<file path="config.mk">
export PLATFORM = sky130hd
export DESIGN_NAME = pcm_slot_port
export DESIGN_NICKNAME = d
export VERILOG_FILES = /design/src/rtl/pcm_slot_port.sv
export SDC_FILE = /design/constraint.sdc
export NUM_CORES = 1
export LEC_CHECK = 0
export BUFFER_PORTS_ARGS = -buffer_cell sky130_fd_sc_hd__clkbuf_2
export CORE_UTILIZATION = 40
export DETAILED_ROUTE_END_ITERATION = 10
export PLACE_DENSITY_LB_ADDON = 0.25
export SETUP_SLACK_MARGIN = 0.05
export SLEW_MARGIN = 10
export SYNTH_ARGS = -nofsm -noshare
export SYNTH_HDL_FRONTEND = slang
export SYNTH_SLANG_ARGS = --single-unit
export TNS_END_PERCENT = 50
</file>
<file path="constraint.sdc">
create_clock -name clk -period 4.7 [get_ports clk]
set_input_delay 0.94 -clock clk [delete_from_list [all_inputs] [get_ports clk]]
set_output_delay 0.94 -clock clk [all_outputs]
set_load 0.01 [all_outputs]
</file>
<file path="src/rtl/pcm_slot_port.sv">
module pcm_slot_port #(
  parameter int HALF    = 2,
  parameter int POS_W   = 10,
  parameter int T1_BITS = 193,
  parameter int E1_BITS = 256
) (
  input  logic             clk,
  input  logic             rst_n,
  input  logic             master,
  input  logic             mst_t1,
  input  logic             fast16k,
  input  logic             wide,
  input  logic             tx_fall,
  input  logic [POS_W-1:0] slot_off,
  input  logic [15:0]      tx_sample,
  output logic [15:0]      rx_sample,
  output logic             rx_valid,
  input  logic             hw_clk_i,
  input  logic             hw_fs_i,
  input  logic             hw_dr,
  output logic             hw_clk_o,
  output logic             hw_fs_o,
  output logic             hw_dx,
  output logic             hw_dx_en,
  output logic             slot_n,
  output logic             rate_t1,
  output logic             rate_ok
);
  localparam int HW = $clog2(HALF + 1);
  localparam logic [POS_W-1:0] PMAX = '1;
  localparam logic [POS_W-1:0] T1L  = POS_W'(T1_BITS);
  localparam logic [POS_W-1:0] E1L  = POS_W'(E1_BITS);
  localparam logic [POS_W-1:0] THR  = POS_W'((T1_BITS + E1_BITS) / 2);

  logic [HW-1:0]    hcnt;
  logic             mclk, mfs;
  logic [POS_W-1:0] mbit, mlen;

  assign mlen = (mst_t1 ? T1L : E1L) >> fast16k;

  always_ff @(posedge clk or negedge rst_n)
    if (!rst_n) begin
      hcnt <= '0; mclk <= 1'b0; mfs <= 1'b0; mbit <= '0;
    end else if (!master) begin
      hcnt <= '0; mclk <= 1'b0; mfs <= 1'b0; mbit <= '0;
    end else if (hcnt == HW'(HALF - 1)) begin
      hcnt <= '0;
      mclk <= ~mclk;
      if (!mclk) mbit <= (mbit >= mlen - 1'b1) ? '0 : mbit + 1'b1;
      else       mfs  <= (mbit == mlen - 1'b1);
    end else
      hcnt <= hcnt + 1'b1;

  assign hw_clk_o = mclk;
  assign hw_fs_o  = mfs;

  logic             bclk, fs, bclk_q, fs_prev, framed, mvalid;
  logic             rise, fall, fstart, tx_ev, rx_ev, tx_in, rx_in, rx_last;
  logic [POS_W-1:0] pos, pos_nx, tx_idx, len, meas;
  logic [3:0]       tk, rk;
  logic [15:0]      txw, rxsh;

  assign bclk   = master ? mclk : hw_clk_i;
  assign fs     = master ? mfs  : hw_fs_i;
  assign rise   = bclk & ~bclk_q;
  assign fall   = ~bclk & bclk_q;
  assign fstart = rise & fs & ~fs_prev;
  assign pos_nx = fstart ? '0 : (pos == PMAX ? PMAX : pos + 1'b1);
  assign tx_ev  = tx_fall ? fall : rise;
  assign rx_ev  = tx_fall ? rise : fall;
  assign tx_idx = tx_fall ? pos : pos_nx;
  assign len    = wide ? POS_W'(16) : POS_W'(8);

  function automatic logic in_slot(input logic [POS_W-1:0] idx, off, n);
    return (idx >= off) && ({1'b0, idx} < ({1'b0, off} + {1'b0, n}));
  endfunction

  assign tx_in   = (framed | fstart) & in_slot(tx_idx, slot_off, len);
  assign rx_in   = framed & in_slot(pos, slot_off, len);
  assign tk      = 4'(tx_idx - slot_off);
  assign rk      = 4'(pos - slot_off);
  assign rx_last = rk == (wide ? 4'd15 : 4'd7);

  always_ff @(posedge clk or negedge rst_n)
    if (!rst_n) begin
      bclk_q <= 1'b0; fs_prev <= 1'b1; framed <= 1'b0; mvalid <= 1'b0;
      pos <= PMAX; meas <= '0; txw <= '0; rxsh <= '0;
      hw_dx <= 1'b0; hw_dx_en <= 1'b0; rx_sample <= '0; rx_valid <= 1'b0;
    end else begin
      bclk_q   <= bclk;
      rx_valid <= 1'b0;
      if (rise) begin
        fs_prev <= fs;
        pos     <= pos_nx;
        if (fstart) begin
          framed <= 1'b1;
          if (framed) begin
            meas   <= (pos == PMAX) ? PMAX : pos + 1'b1;
            mvalid <= 1'b1;
          end
        end
      end
      if (tx_ev) begin
        if (tx_in) begin
          hw_dx_en <= 1'b1;
          if (tk == 4'd0) begin
            txw   <= wide ? tx_sample : {tx_sample[7:0], 8'h00};
            hw_dx <= wide ? tx_sample[15] : tx_sample[7];
          end else
            hw_dx <= txw[4'd15 - tk];
        end else begin
          hw_dx_en <= 1'b0;
          hw_dx    <= 1'b0;
        end
      end
      if (rx_ev && rx_in) begin
        rxsh <= {rxsh[14:0], hw_dr};
        if (rx_last) begin
          rx_sample <= wide ? {rxsh[14:0], hw_dr} : {8'h00, rxsh[6:0], hw_dr};
          rx_valid  <= 1'b1;
        end
      end
    end

  assign slot_n = ~hw_dx_en;

  function automatic logic nominal(input logic [POS_W-1:0] m, input logic f16);
    if (f16) return m == (E1L >> 1) || m == (T1L >> 1) || m == (T1L >> 1) + 1'b1;
    return m == E1L || m == T1L;
  endfunction

  assign rate_ok = mvalid & nominal(meas, fast16k);
  assign rate_t1 = mvalid & (meas < (THR >> fast16k));


  slot_edge_chk: assert property (@(posedge clk) disable iff (!rst_n)
    !tx_ev |=> $stable(slot_n));

  drive_framed_chk: assert property (@(posedge clk) disable iff (!rst_n)
    hw_dx_en |-> framed);

  rx_strobe_chk: assert property (@(posedge clk) disable iff (!rst_n)
    rx_valid |-> $past(rx_ev) && $past(rx_in));

  fs_on_fall_chk: assert property (@(posedge clk) disable iff (!rst_n)
    master && $past(master) && $changed(hw_fs_o) |-> $fell(hw_clk_o));
endmodule

</file>
==> results.cfg <==
[clocking]
insertion_delay_ps = 350
cts_tree = yes
clock_sinks = 87
post_cts_resized = 0
post-cts-setup-buffers = 0
holdBufCountCts = 0
clkSlewWorstSetupHoldPaths_ps = 60
clockBufferDepth = 2
h-tree-depth = 3
cts_buffers = 9
clk_root_buffer_cell = clkbuf_16

[setup_path]
endpoint_kind = flop
critPathKind = flop to flop
worstPathArrival_ps = 4510
critPathRequiredTime_ps = 4930
cp-start-kind = flop
worstPathMaxFanout = 11

[floorplan]
start_util_pct = 41.5
rows = 42
die_area_um2 = 14400
coreArea_um2 = 13400
die_h_um = 120
die_x_um = 120
ios = 60

[global_route]
grt_pass1_wl_um = 21800
grt_start_max_net_pins = 57
grtUsageMet2_pct = 32.1
grt-ovfl-total = 0
grt_pass1_vias = 4486
grt.met3_usage_pct = 4.18
grt.total_usage_pct = 19.4
top_usage_layer = met2
antenna_found_initial = 0
gr-usage-met1_pct = 24.8

[timing]
rsz0062_at_grt = no
fin_skew_ps = 8.96
min_period_ps = 4280
hold_viol = 0
slew_viol_final = 0
relSlewSlack_pct = 41.6
report.final.setup_viol = 0
fin_crit_sh_pct = 91.1
layout_setup_ws_ps = 420
max_freq_mhz = 234
tightest_slew_ps = 854
timing.hold.ws_ps = 478

[synthesis]
syn_nets = 647
yosysTopAreaCell = dfrtp_1
synth-simple-area-share_pct = 14.7
synth_edf_count = 0
synth_top_area_share_pct = 34.2
synthXorXnorAreaFrac_pct = 2.36
async_reset_ff_share_pct = 100
synth_ff_type = dfrtp_1
avgSynthCellArea_um2 = 9.97
seq_area_frac_synth_pct = 39.4
synth_top_family_by_area = simple AND/OR/NAND/NOR gates
synth_compound_area_share_pct = 13.1
synth_fa_ha_area_share_pct = 12.3
synth_area_um2 = 5560
ys_warn_count = 0
synth_seq_cells = 87
synthCells = 558
synth.distinct_cells = 58
synth.top_cells.by_area = dfrtp_1 34%, ha_1 11%, mux2_2 7.7%
synthMuxAreaShare_pct = 13.6

[layout]
ff_latch_area_um2 = 2190
filler_cell_count = 1241
n_antenna_cell = 0
final_cell_mix = 76 x dfrtp_1, 58 x clkbuf_2, 50 x ha_1
final_util_pct = 49.8
stdcell_count = 833
nets = 741
syn_to_final_growth_pct = 20.0
layout_commonest_cell = dfrtp_1
multi_input_area_um2 = 3140
drive_gt1_share_pct = 28.2

[drt]
finalWirelength_um = 13100
vias_per_cell = 5.37
wl_per_cell_um = 15.7
drc = 0
vias = 4473
first_pass_iters = 6
ant_nets = 0
drt-initial-drc-count = 262

[run]
cap_violations = 0

[place]
preCtsSetupSlack_ps = -168
place.gp.congestion = 0.938
portBuffers = 59
dpl.cell_count = 814
dpl.hpwl_um = 10200

[pwr]
finalPower_w = 0.00260
vdd_drop_max_uv = 281
leakage_nw = 3.29
powerDensity_nw_per_um2 = 390

[min_path]
hp-class = flop to flop

[status]
outcome = finished, final reports clean
## path summary, 6_finish.rpt
kind / start / to / slack [ps] / cells after the start
min: hcnt[0]$_DFF_PN0_ / hcnt[0]$_DFF_PN0_ / 480 / 1
max: pos[0]$_DFFE_PN1P_ / txw[14]$_DFFE_PN0P_ / 420 / 15
min reg2reg: hcnt[0]$_DFF_PN0_ / hcnt[0]$_DFF_PN0_ / 480 / 1
min in group asynchronous: rst_n / mbit[4]$_DFFE_PN0P_ / 640 / 1
max reg2reg: pos[0]$_DFFE_PN1P_ / txw[14]$_DFFE_PN0P_ / 420 / 15
max in group asynchronous: rst_n / txw[7]$_DFFE_PN0P_ / 3180 / 2
## power breakdown
group / leakage, nW / total [W] / switching [W] / internal (W)
sequential: 1.06 / 0.00101 / 0.000111 / 0.000901
combinational: 2.08 / 0.000859 / 0.000442 / 0.000416
clock: 0.147 / 0.000729 / 0.000311 / 0.000418
total: 3.29 / 0.00260 / 0.000864 / 0.00174
## cell type report
class	count	area share, %
multi-input combinational	407	47.0
sequential	87	32.8
timing repair buffer	106	9.94
clock buffer	9	3.38
tap	176	3.30
inverter	41	2.31
clock inverter	7	1.22
## flip-flops by register name, summed over array words and instances (netlist names)
register / flops
hw_clk_o: 1
rx_valid: 1
hw_dx_en: 1
rx_sample: 16
framed: 1
mvalid: 1
meas: 10
fs_prev: 1
pos: 10
hcnt: 2
mbit: 10
rxsh: 15
bclk_q: 1
txw: 15
hw_dx: 1
hw_fs_o: 1
## logic make-up after synthesis
logic type	count (synthesis)
multiplexers	64
buffers and inverters	64
XOR/XNOR	15
other	1
flip-flops	87
adder cells (fa/ha/maj)	53
AO/OA/AOI/OAI	114
AND/OR/NAND/NOR	160
## Yosys cell counts (2+ instances only)
master,number
buf_2,3
a21o_1,10
nor2b_1,4
dfrtp_1,76
clkbuf_1,19
a31oi_1,19
xor2_1,4
mux2i_1,20
and4b_1,3
and3_1,10
a2111oi_0,2
ha_1,50
o2111ai_1,2
or2_2,2
mux4_2,5
nand3b_1,3
dfstp_2,11
nor2_1,33
nand3_1,20
nor4_1,2
a211oi_1,3
and2_1,3
or3_1,2
fa_1,3
nand2_1,47
o21ai_0,11
nor3_1,8
nand2b_1,9
a22o_1,2
and4_1,2
xnor2_1,11
mux2_2,38
o22a_1,6
a21oi_1,45
nand4_1,6
o31ai_1,2
inv_1,41
## routing by layer
metal	vias up	wire length [µm]	share of wire (%)
li1	2197	-	-
met1	2139	5830	45
met2	116	6260	48
met3	21	665	5.1
met4	0	300	2.3
met5	-	0	0
## metrics by stage
step	setup TNS, ps	instance area, µm²
after detailed placement	-1120	6330
after global routing	0	6670
after floorplan	0	5590
final	0	6670
after global placement	-743	6330
after CTS	0	6640
## critical path, stage by stage (launching register included)
cell and delay (ps):
dfstp_2 530, buf_4 160, and3_1 190, nand3_1 180
nor2_1 350, nand3_1 140, mux2i_1 210, o31ai_1 440
ha_1 330, nand3_1 100, nor2_1 60, a2111oi_0 780
a2111oi_4 50, nor4b_4 190, buf_12 170, mux2_4 290
Power figures use the tool's default switching activity.
